`config.mk`:
```
export PLATFORM = sky130hd
export DESIGN_NAME = hadamard_stream_pipe
export DESIGN_NICKNAME = d
export VERILOG_FILES = /design/src/rtl/wht_pkg.sv /design/src/rtl/wht_gather.sv /design/src/rtl/wht_bfly_stage.sv /design/src/rtl/wht_abs_sum.sv /design/src/rtl/wht_emit.sv /design/src/rtl/hadamard_stream_pipe.sv
export SDC_FILE = /design/constraint.sdc
export NUM_CORES = 2
export LEC_CHECK = 0
export ABC_AREA = 1
export CORE_MARGIN = 8
export CORE_UTILIZATION = 60
export DETAILED_ROUTE_END_ITERATION = 8
export PLACE_DENSITY = 0.77
export SYNTH_ARGS = -nofsm -noshare
export SYNTH_HDL_FRONTEND = slang
export SYNTH_SLANG_ARGS = --single-unit
```
`constraint.sdc`:
```
create_clock -name clk -period 10.6 [get_ports clk]
set_input_delay 2.12 -clock clk [delete_from_list [all_inputs] [get_ports clk]]
set_output_delay 2.12 -clock clk [all_outputs]
set_load 0.1 [all_outputs]
```
`src/rtl/wht_pkg.sv`:
```
package wht_pkg;

   // State of the word-serial output stage.
   typedef enum logic [1:0] {
      EM_IDLE = 2'd0,
      EM_COEF = 2'd1,
      EM_COST = 2'd2
   } emit_state_e;

   localparam int WHT_LOG2N_DEF  = 3;
   localparam int WHT_SAMPLE_DEF = 16;
   localparam int WHT_WORD_DEF   = 32;

endpackage

```
`src/rtl/wht_gather.sv`:
```
module wht_gather #(
   parameter int NPT      = 8,
   parameter int SAMPLE_W = 16,
   parameter int SLOT_W   = 19
) (
   input  logic                    clk,
   input  logic                    rst,
   input  logic                    allow,
   input  logic                    take,
   input  logic                    in_valid,
   output logic                    in_ready,
   input  logic [SAMPLE_W-1:0]     in_sample,
   output logic                    vec_valid,
   output logic [NPT*SLOT_W-1:0]   vec_data
);
   localparam int CNT_W = $clog2(NPT);

   logic [CNT_W-1:0] cnt_q;
   logic             full_q;
   logic             accept;
   logic             last_word;
   logic [SLOT_W-1:0] ext_sample;

   assign in_ready   = allow && (!full_q || take);
   assign accept     = in_valid && in_ready;
   assign last_word  = (cnt_q == CNT_W'(NPT - 1));
   assign vec_valid  = full_q;
   assign ext_sample = SLOT_W'($signed(in_sample));

   always_ff @(posedge clk) begin
      if (rst) begin
         cnt_q  <= '0;
         full_q <= 1'b0;
      end else begin
         if (accept) begin
            cnt_q <= last_word ? '0 : cnt_q + CNT_W'(1);
         end
         if (accept && last_word) begin
            full_q <= 1'b1;
         end else if (take) begin
            full_q <= 1'b0;
         end
      end
   end

   always_ff @(posedge clk) begin
      if (accept) begin
         vec_data[int'(cnt_q)*SLOT_W +: SLOT_W] <= ext_sample;
      end
   end

endmodule

```
`src/rtl/wht_bfly_stage.sv`:
```
module wht_bfly_stage #(
   parameter int NPT    = 8,
   parameter int SPAN   = 1,
   parameter int IN_W   = 16,
   parameter int SLOT_W = 19
) (
   input  logic                  clk,
   input  logic                  rst,
   input  logic                  en,
   input  logic                  in_valid,
   input  logic [NPT*SLOT_W-1:0] in_vec,
   output logic                  out_valid,
   output logic [NPT*SLOT_W-1:0] out_vec
);
   localparam int OUT_W = IN_W + 1;

   logic [NPT*SLOT_W-1:0] nxt;
   logic signed [OUT_W-1:0] lo_v;
   logic signed [OUT_W-1:0] hi_v;
   logic signed [OUT_W-1:0] sum_v;
   logic signed [OUT_W-1:0] dif_v;
   logic unused_top;

   // Each pair (i, i+SPAN) with bit SPAN of i clear forms one butterfly.
   always_comb begin
      nxt   = '0;
      lo_v  = '0;
      hi_v  = '0;
      sum_v = '0;
      dif_v = '0;
      for (int i = 0; i < NPT; i++) begin
         if ((i & SPAN) == 0) begin
            lo_v  = OUT_W'($signed(in_vec[i*SLOT_W +: IN_W]));
            hi_v  = OUT_W'($signed(in_vec[(i+SPAN)*SLOT_W +: IN_W]));
            sum_v = lo_v + hi_v;
            dif_v = lo_v - hi_v;
            nxt[i*SLOT_W +: SLOT_W]        = SLOT_W'(sum_v);
            nxt[(i+SPAN)*SLOT_W +: SLOT_W] = SLOT_W'(dif_v);
         end
      end
   end

   // Bits above IN_W are only sign copies at this layer.
   always_comb begin
      unused_top = 1'b0;
      for (int i = 0; i < NPT; i++) begin
         unused_top = unused_top ^ (^in_vec[i*SLOT_W+IN_W +: (SLOT_W-IN_W)]);
      end
   end

   always_ff @(posedge clk) begin
      if (rst) begin
         out_valid <= 1'b0;
      end else if (en) begin
         out_valid <= in_valid;
      end
   end

   always_ff @(posedge clk) begin
      if (en && in_valid) begin
         out_vec <= nxt;
      end
   end

endmodule

```
`src/rtl/wht_abs_sum.sv`:
```
module wht_abs_sum #(
   parameter int NPT    = 8,
   parameter int COEF_W = 19,
   parameter int SUM_W  = 22
) (
   input  logic [NPT*COEF_W-1:0] vec,
   output logic [SUM_W-2:0]      cost
);
   logic [SUM_W-1:0]  acc;
   logic [COEF_W-1:0] coef;
   logic [COEF_W-1:0] mag;
   logic              unused_lsb;

   // The magnitude is read as unsigned, so the most negative code maps to 2^(COEF_W-1).
   always_comb begin
      acc  = '0;
      coef = '0;
      mag  = '0;
      for (int i = 0; i < NPT; i++) begin
         coef = vec[i*COEF_W +: COEF_W];
         mag  = coef[COEF_W-1] ? (~coef + COEF_W'(1)) : coef;
         acc  = acc + SUM_W'(mag);
      end
   end

   assign cost       = acc[SUM_W-1:1];
   assign unused_lsb = acc[0];

endmodule

```
`src/rtl/wht_emit.sv`:
```
module wht_emit
   import wht_pkg::*;
#(
   parameter int NPT    = 8,
   parameter int COEF_W = 19,
   parameter int COST_W = 21,
   parameter int WORD_W = 32
) (
   input  logic                  clk,
   input  logic                  rst,
   input  logic                  load,
   input  logic [NPT*COEF_W-1:0] in_vec,
   input  logic [COST_W-1:0]     in_cost,
   output logic                  can_load,
   output logic                  out_valid,
   input  logic                  out_ready,
   output logic [WORD_W-1:0]     out_data
);
   localparam int IDX_W = $clog2(NPT);

   emit_state_e           st_q;
   logic [IDX_W-1:0]      idx_q;
   logic [NPT*COEF_W-1:0] vec_q;
   logic [COST_W-1:0]     cost_q;
   logic [WORD_W-1:0]     coef_word;
   logic [WORD_W-1:0]     cost_word;

   assign can_load  = (st_q == EM_IDLE) || ((st_q == EM_COST) && out_ready);
   assign out_valid = (st_q != EM_IDLE);
   assign coef_word = WORD_W'($signed(vec_q[int'(idx_q)*COEF_W +: COEF_W]));
   assign cost_word = WORD_W'(cost_q);
   assign out_data  = (st_q == EM_COST) ? cost_word : coef_word;

   always_ff @(posedge clk) begin
      if (rst) begin
         st_q  <= EM_IDLE;
         idx_q <= '0;
      end else begin
         case (st_q)
            EM_IDLE: begin
               if (load) begin
                  st_q  <= EM_COEF;
                  idx_q <= '0;
               end
            end
            EM_COEF: begin
               if (out_ready) begin
                  if (idx_q == IDX_W'(NPT - 1)) begin
                     st_q <= EM_COST;
                  end else begin
                     idx_q <= idx_q + IDX_W'(1);
                  end
               end
            end
            EM_COST: begin
               if (out_ready) begin
                  st_q  <= load ? EM_COEF : EM_IDLE;
                  idx_q <= '0;
               end
            end
            default: begin
               st_q  <= EM_IDLE;
               idx_q <= '0;
            end
         endcase
      end
   end

   always_ff @(posedge clk) begin
      if (load) begin
         vec_q  <= in_vec;
         cost_q <= in_cost;
      end
   end

endmodule

```
`src/rtl/hadamard_stream_pipe.sv`:
```
module hadamard_stream_pipe
   import wht_pkg::*;
#(
   parameter int LOG2N    = WHT_LOG2N_DEF,
   parameter int SAMPLE_W = WHT_SAMPLE_DEF,
   parameter int WORD_W   = WHT_WORD_DEF
) (
   input  logic              clk,
   input  logic              rst,
   input  logic              s_valid,
   output logic              s_ready,
   input  logic [WORD_W-1:0] s_data,
   output logic              m_valid,
   input  logic              m_ready,
   output logic [WORD_W-1:0] m_data
);
   localparam int NPT    = 1 << LOG2N;
   localparam int COEF_W = SAMPLE_W + LOG2N;
   localparam int SUM_W  = COEF_W + LOG2N;
   localparam int COST_W = SUM_W - 1;

   if (LOG2N < 1 || LOG2N > 6) begin : g_bad_points
      $error("LOG2N must lie in 1..6");
   end
   if (SAMPLE_W < 2) begin : g_bad_sample
      $error("SAMPLE_W must be at least 2");
   end
   if (WORD_W <= SAMPLE_W || WORD_W < COST_W) begin : g_bad_word
      $error("WORD_W too narrow for samples or cost");
   end

   logic [NPT*COEF_W-1:0] stage_vec [LOG2N+1];
   logic                  stage_vld [LOG2N+1];
   logic                  pipe_en;
   logic                  emit_can;
   logic                  emit_load;
   logic [COST_W-1:0]     cost;
   logic                  unused_hi;

   assign unused_hi = ^s_data[WORD_W-1:SAMPLE_W];

   // One shared advance: the tail moves when the sink is ready and the emitter has room.
   assign pipe_en   = m_ready && (!stage_vld[LOG2N] || emit_can);
   assign emit_load = pipe_en && stage_vld[LOG2N];

   wht_gather #(
      .NPT      (NPT),
      .SAMPLE_W (SAMPLE_W),
      .SLOT_W   (COEF_W)
   ) u_gather (
      .clk       (clk),
      .rst       (rst),
      .allow     (m_ready),
      .take      (pipe_en),
      .in_valid  (s_valid),
      .in_ready  (s_ready),
      .in_sample (s_data[SAMPLE_W-1:0]),
      .vec_valid (stage_vld[0]),
      .vec_data  (stage_vec[0])
   );

   for (genvar g = 0; g < LOG2N; g++) begin : g_layer
      wht_bfly_stage #(
         .NPT    (NPT),
         .SPAN   (1 << g),
         .IN_W   (SAMPLE_W + g),
         .SLOT_W (COEF_W)
      ) u_stage (
         .clk       (clk),
         .rst       (rst),
         .en        (pipe_en),
         .in_valid  (stage_vld[g]),
         .in_vec    (stage_vec[g]),
         .out_valid (stage_vld[g+1]),
         .out_vec   (stage_vec[g+1])
      );
   end

   wht_abs_sum #(
      .NPT    (NPT),
      .COEF_W (COEF_W),
      .SUM_W  (SUM_W)
   ) u_abs_sum (
      .vec  (stage_vec[LOG2N]),
      .cost (cost)
   );

   wht_emit #(
      .NPT    (NPT),
      .COEF_W (COEF_W),
      .COST_W (COST_W),
      .WORD_W (WORD_W)
   ) u_emit (
      .clk       (clk),
      .rst       (rst),
      .load      (emit_load),
      .in_vec    (stage_vec[LOG2N]),
      .in_cost   (cost),
      .can_load  (emit_can),
      .out_valid (m_valid),
      .out_ready (m_ready),
      .out_data  (m_data)
   );

endmodule

```
==> flow_results.org <==
** Run status
- The flow ran to the end, and the final reports show no timing, DRC or antenna violations.

** Clocking
- The clock drives 721 sinks.
- Worst-skew pair later-pin latency :: 0.66 ns
- In this run, post-CTS hold repair placed 0 buffers.
- TritonCTS built the clock tree.
- TritonCTS buffer count :: 81
- After clock tree synthesis, the repair step resized 0 gates.
- Htree depth :: 3
- Setup Buffers After CTS :: 0
- Clock-pin slew on the worst setup and hold paths :: 0.06 ns
- Clock root buffer :: sky130_fd_sc_hd__clkbuf_16
- The clock passes through at most 3 buffers.

** Cells and area
- Area growth from synthesis to layout :: 6.95%
- Final nets :: 7698
- With fillers left out, the area of the finished cells amounts to 0.0600 mm^2.
- Share of the core filled with cells in the final layout :: 64.5%
- In the final layout, the multi-input gates occupy 0.0294 mm^2.
- In the final layout, the share of cells above drive strength 1 is 2.91%.
- Filler Cells Inserted :: 8315
- Number of cells in the finished layout apart from fillers :: 8402
- Sequential cell area :: 0.0215 mm^2

** Yosys
- Total standard cell area after synthesis :: 0.0561 mm^2
- Among all flip-flop cells after synthesis, the most frequent one is sky130_fd_sc_hd__edfxtp_1.
- Synthesis instantiated 48 different standard cells from the library.
- Syn nets :: 7752
- Asr flop ratio synth :: 0%
- After technology mapping, the gate count stands at 7142.
- Number of enable-type register cells in the synthesized netlist :: 709
- Yosys warnings :: 0
- Sequential-to-total area share from yosys stat :: 38.4%
- After synthesis, the mean cell area works out to 7.85 um^2.
- Number of storage elements in the synthesis netlist :: 721

** Drt
- Post-DR wirelength/cell :: 19.5 um
- Summed over all layers, the routed wires come to 164000 um.
- Once detail routing completed, the nets flagged for antenna violations numbered 0.
- The routed layout has 46400 vias.
- After detailed routing, the number of vias per cell comes to 5.52.
- Starting DRC count in detailed routing :: 4169
- The first TritonRoute pass finished after 6 iterations.
- Count of unresolved DRC violations after routing :: 0

** Power and ir drop
- Dividing total power by cell area gives a power density of 102 mW/mm^2.
- Largest vdd supply drop :: 144 uV
- Overall Power :: 6.13 mW
- The analysis attributes to cell leakage a power of 28.0 nW.

** Timing
- Setup violations remaining at the end of the flow were counted as 0.
- Normalized max-slew margin :: 13.4%
- Minimum clock period :: 7.49 ns
- For the pin with the worst max-slew slack, the measured transition is 1.29 ns.
- Final-report hold violation count :: 0
- Setup slack on the critical path of the routed design comes to 3.11 ns.
- Hold_ws :: 0.444 ns
- Unrepaired setup endpoints after global routing :: false
- Based on the critical path, the design can be clocked at up to 133 MHz.
- Of the available clock period, the critical path in the final layout requires 70.7%.
- In the final timing run, aggregate negative setup slack is 0 ns.
- Across the routed clock network, the largest skew measured is 0.0322 ns.
- The number of pins exceeding their max-slew limit in the final report was 0.

** Critical path
- Source of the critical timing path :: g_layer[2].u_stage.out_vec[133]$_DFFE_PP_
- The worst setup path is captured at a flop.
- The startpoint identified for the worst register-to-register timing path is g_layer[2].u_stage.out_vec[133]$_DFFE_PP_.
- The worst setup path is launched from a flop.
- Endpoint of the worst setup timing path :: u_emit.cost_q[19]$_DFFE_PP_
- Category of the most critical setup path :: flop to flop
- Critical Path Fanout Max :: 16
- The number of cells on the worst reg-to-reg path is 32.
- Worst endpoint data arrival time :: 7.90 ns
- For flop-to-flop paths, the worst setup slack is 3.11 ns.
- The worst register-to-register path ends at u_emit.cost_q[19]$_DFFE_PP_.
- CP max-delay cell :: sky130_fd_sc_hd__edfxtp_1
- In this design, the critical path's most frequently occurring cell is sky130_fd_sc_hd__nand2_1.
- For the worst setup path, the data required time is 11.01 ns.
- Highest cell delay on the worst timing path :: 0.70 ns

** Worst hold path
- The worst hold path belongs to the class flop to flop.

** Place
- Buffers placed on the I/O ports in this run total 53.
- Cells after DPL :: 8259
- In this run the cell area measured after placement is 0.0574 mm^2.
- Half-perimeter wire length after placement :: 136000 um
- Routability congestion estimate :: 1.04
- Before CTS, the worst setup slack after placement is 3.15 ns.

** Global route
- Met2 Usage GRT :: 51.8%
- The initial antenna violation count came to 4.
- Met1 track demand over resource :: 37.6%
- The first global-routing pass estimated 248000 um of wire.
- For this run, global-route usage on met3 was measured as 3.96%.
- Entering global routing, the biggest net connects 91 pins.
- Peak-usage layer in the global routing report :: met2
- Remaining Overflow, GRT :: 0
- The via count of the first global-routing pass came to 43500.
- GRT Resource Usage Total :: 31.1%

** Floorplanning
- Ports :: 70
- Row generation in the floorplan step produced 112 rows.
- Area enclosed by the die boundary :: 0.104 mm^2
- The die is 322 um wide.
- Starting Density :: 60.3%
- The total area inside the core boundary comes to 0.0930 mm^2.
- Die H :: 322 um

** Job
- Number of max-cap violations :: 0
-- area by class of cell --
type | instances | share of cell area, %
diodes | 1 | 0.00417
flip-flops and latches | 721 | 35.9
clock buffers | 96 | 3.58
clock inverters | 46 | 0.786
inverters | 1128 | 7.09
repair buffers | 71 | 1.11
well taps | 1254 | 2.62
multi-input cells | 5085 | 48.9
-- worst max-delay path, delay by kind of cell, from the launching register on --
kind	cells	cell delay [ns]
compound gates	1	0.16
xor+xnor	1	0.25
fa+ha+maj	7	3.16
buf+inv	6	0.64
flops	1	0.70
simple gates	17	2.33
-- power breakdown --
group	internal [mW]	switching [mW]
clock	1.62	1.17
sequential	3.10	0.00552
combinational	0.0573	0.174
-- flip-flops by register name (all words and copies together), names as in the netlist --
register and flops:
g_layer.u_stage.out_valid 3, g_layer.u_stage.out_vec 415, u_emit.cost_q 21, u_emit.idx_q 3, u_emit.st_q 2, u_emit.vec_q 145
u_gather.cnt_q 3, u_gather.vec_data 128, u_gather.vec_valid 1
-- worst min-delay path by stage --
stage	start	slack, ns	cells after the start	to
6_report	g_layer[2].u_stage.out_vec[131]$_DFFE_PP_	0.44	0	u_emit.vec_q[131]$_DFFE_PP_
3_3_place_gp	g_layer[2].u_stage.out_vec[127]$_DFFE_PP_	0.43	0	u_emit.vec_q[127]$_DFFE_PP_
4_1_cts	g_layer[2].u_stage.out_vec[131]$_DFFE_PP_	0.45	0	u_emit.vec_q[131]$_DFFE_PP_
2_1_floorplan	g_layer[2].u_stage.out_vec[108]$_DFFE_PP_	0.43	0	u_emit.vec_q[108]$_DFFE_PP_
5_1_grt	g_layer[2].u_stage.out_vec[34]$_DFFE_PP_	0.46	0	u_emit.vec_q[34]$_DFFE_PP_
3_5_place_dp	g_layer[2].u_stage.out_vec[131]$_DFFE_PP_	0.44	0	u_emit.vec_q[131]$_DFFE_PP_
-- synth_stat cells, drive strengths merged, types with 36 or more instances --
cell	number	area share (%)
xnor2	72	1.1
nand3	460	4.2
ha	458	10
clkbuf	60	0.44
o21bai	64	0.88
a21oi	361	3.2
nor2	806	5.5
fa	116	4.1
buf	148	1.4
o21ai	264	2.4
o211ai	36	0.48
nor3	156	1.4
xor2	263	4.1
nor4	36	0.40
nand4	45	0.51
edfxtp	709	38
nand2	1859	12
inv	1122	7.5
-- layout by cell type, fill, tap and decap left out, types with 11 or more instances in the layout --
cell type / Yosys / layout
sky130_fd_sc_hd__a21o_1: 24 / 24
sky130_fd_sc_hd__a21oi_1: 360 / 360
sky130_fd_sc_hd__and2_1: 13 / 13
sky130_fd_sc_hd__buf_4: 15 / 18
sky130_fd_sc_hd__clkbuf_1: 41 / 12
sky130_fd_sc_hd__clkbuf_16: 0 / 84
sky130_fd_sc_hd__clkdlybuf4s50_1: 0 / 53
sky130_fd_sc_hd__clkinv_1: 6 / 15
sky130_fd_sc_hd__edfxtp_1: 709 / 709
sky130_fd_sc_hd__fa_1: 116 / 116
sky130_fd_sc_hd__ha_1: 458 / 458
sky130_fd_sc_hd__inv_1: 1109 / 1106
sky130_fd_sc_hd__inv_2: 11 / 11
sky130_fd_sc_hd__inv_6: 1 / 11
sky130_fd_sc_hd__nand2_1: 1852 / 1852
sky130_fd_sc_hd__nand3_1: 450 / 450
sky130_fd_sc_hd__nand3b_1: 20 / 20
sky130_fd_sc_hd__nand4_1: 44 / 44
sky130_fd_sc_hd__nor2_1: 794 / 793
sky130_fd_sc_hd__nor3_1: 153 / 147
sky130_fd_sc_hd__nor4_1: 36 / 36
sky130_fd_sc_hd__o211ai_1: 36 / 36
sky130_fd_sc_hd__o21ai_0: 239 / 239
sky130_fd_sc_hd__o21ai_1: 22 / 22
sky130_fd_sc_hd__o21bai_1: 63 / 63
sky130_fd_sc_hd__xnor2_1: 72 / 72
sky130_fd_sc_hd__xor2_1: 263 / 263
-- routing by layer --
metal / part of all wire (%) / vias to the layer above
li1: - / 22800
met3: 6.2 / 428
met1: 39 / 21400
met5: 0.0085 / -
met4: 8.5 / 2
met2: 46 / 1740
-- logic make-up (layout without fill, tap and decap cells) --
group,Yosys count,count (layout),synth area share [%]
adders and majority gates,574,574,14.4
DFF,721,721,38.4
buffers and inverters,1336,1341,9.37
AOI/OAI and AO/OA,767,767,7.51
and+or+nand+nor,3409,3409,25.2
other,0,1,0
xor gates and xnor gates,335,335,5.23
No activity file was read; power rests on OpenSTA's default activity.
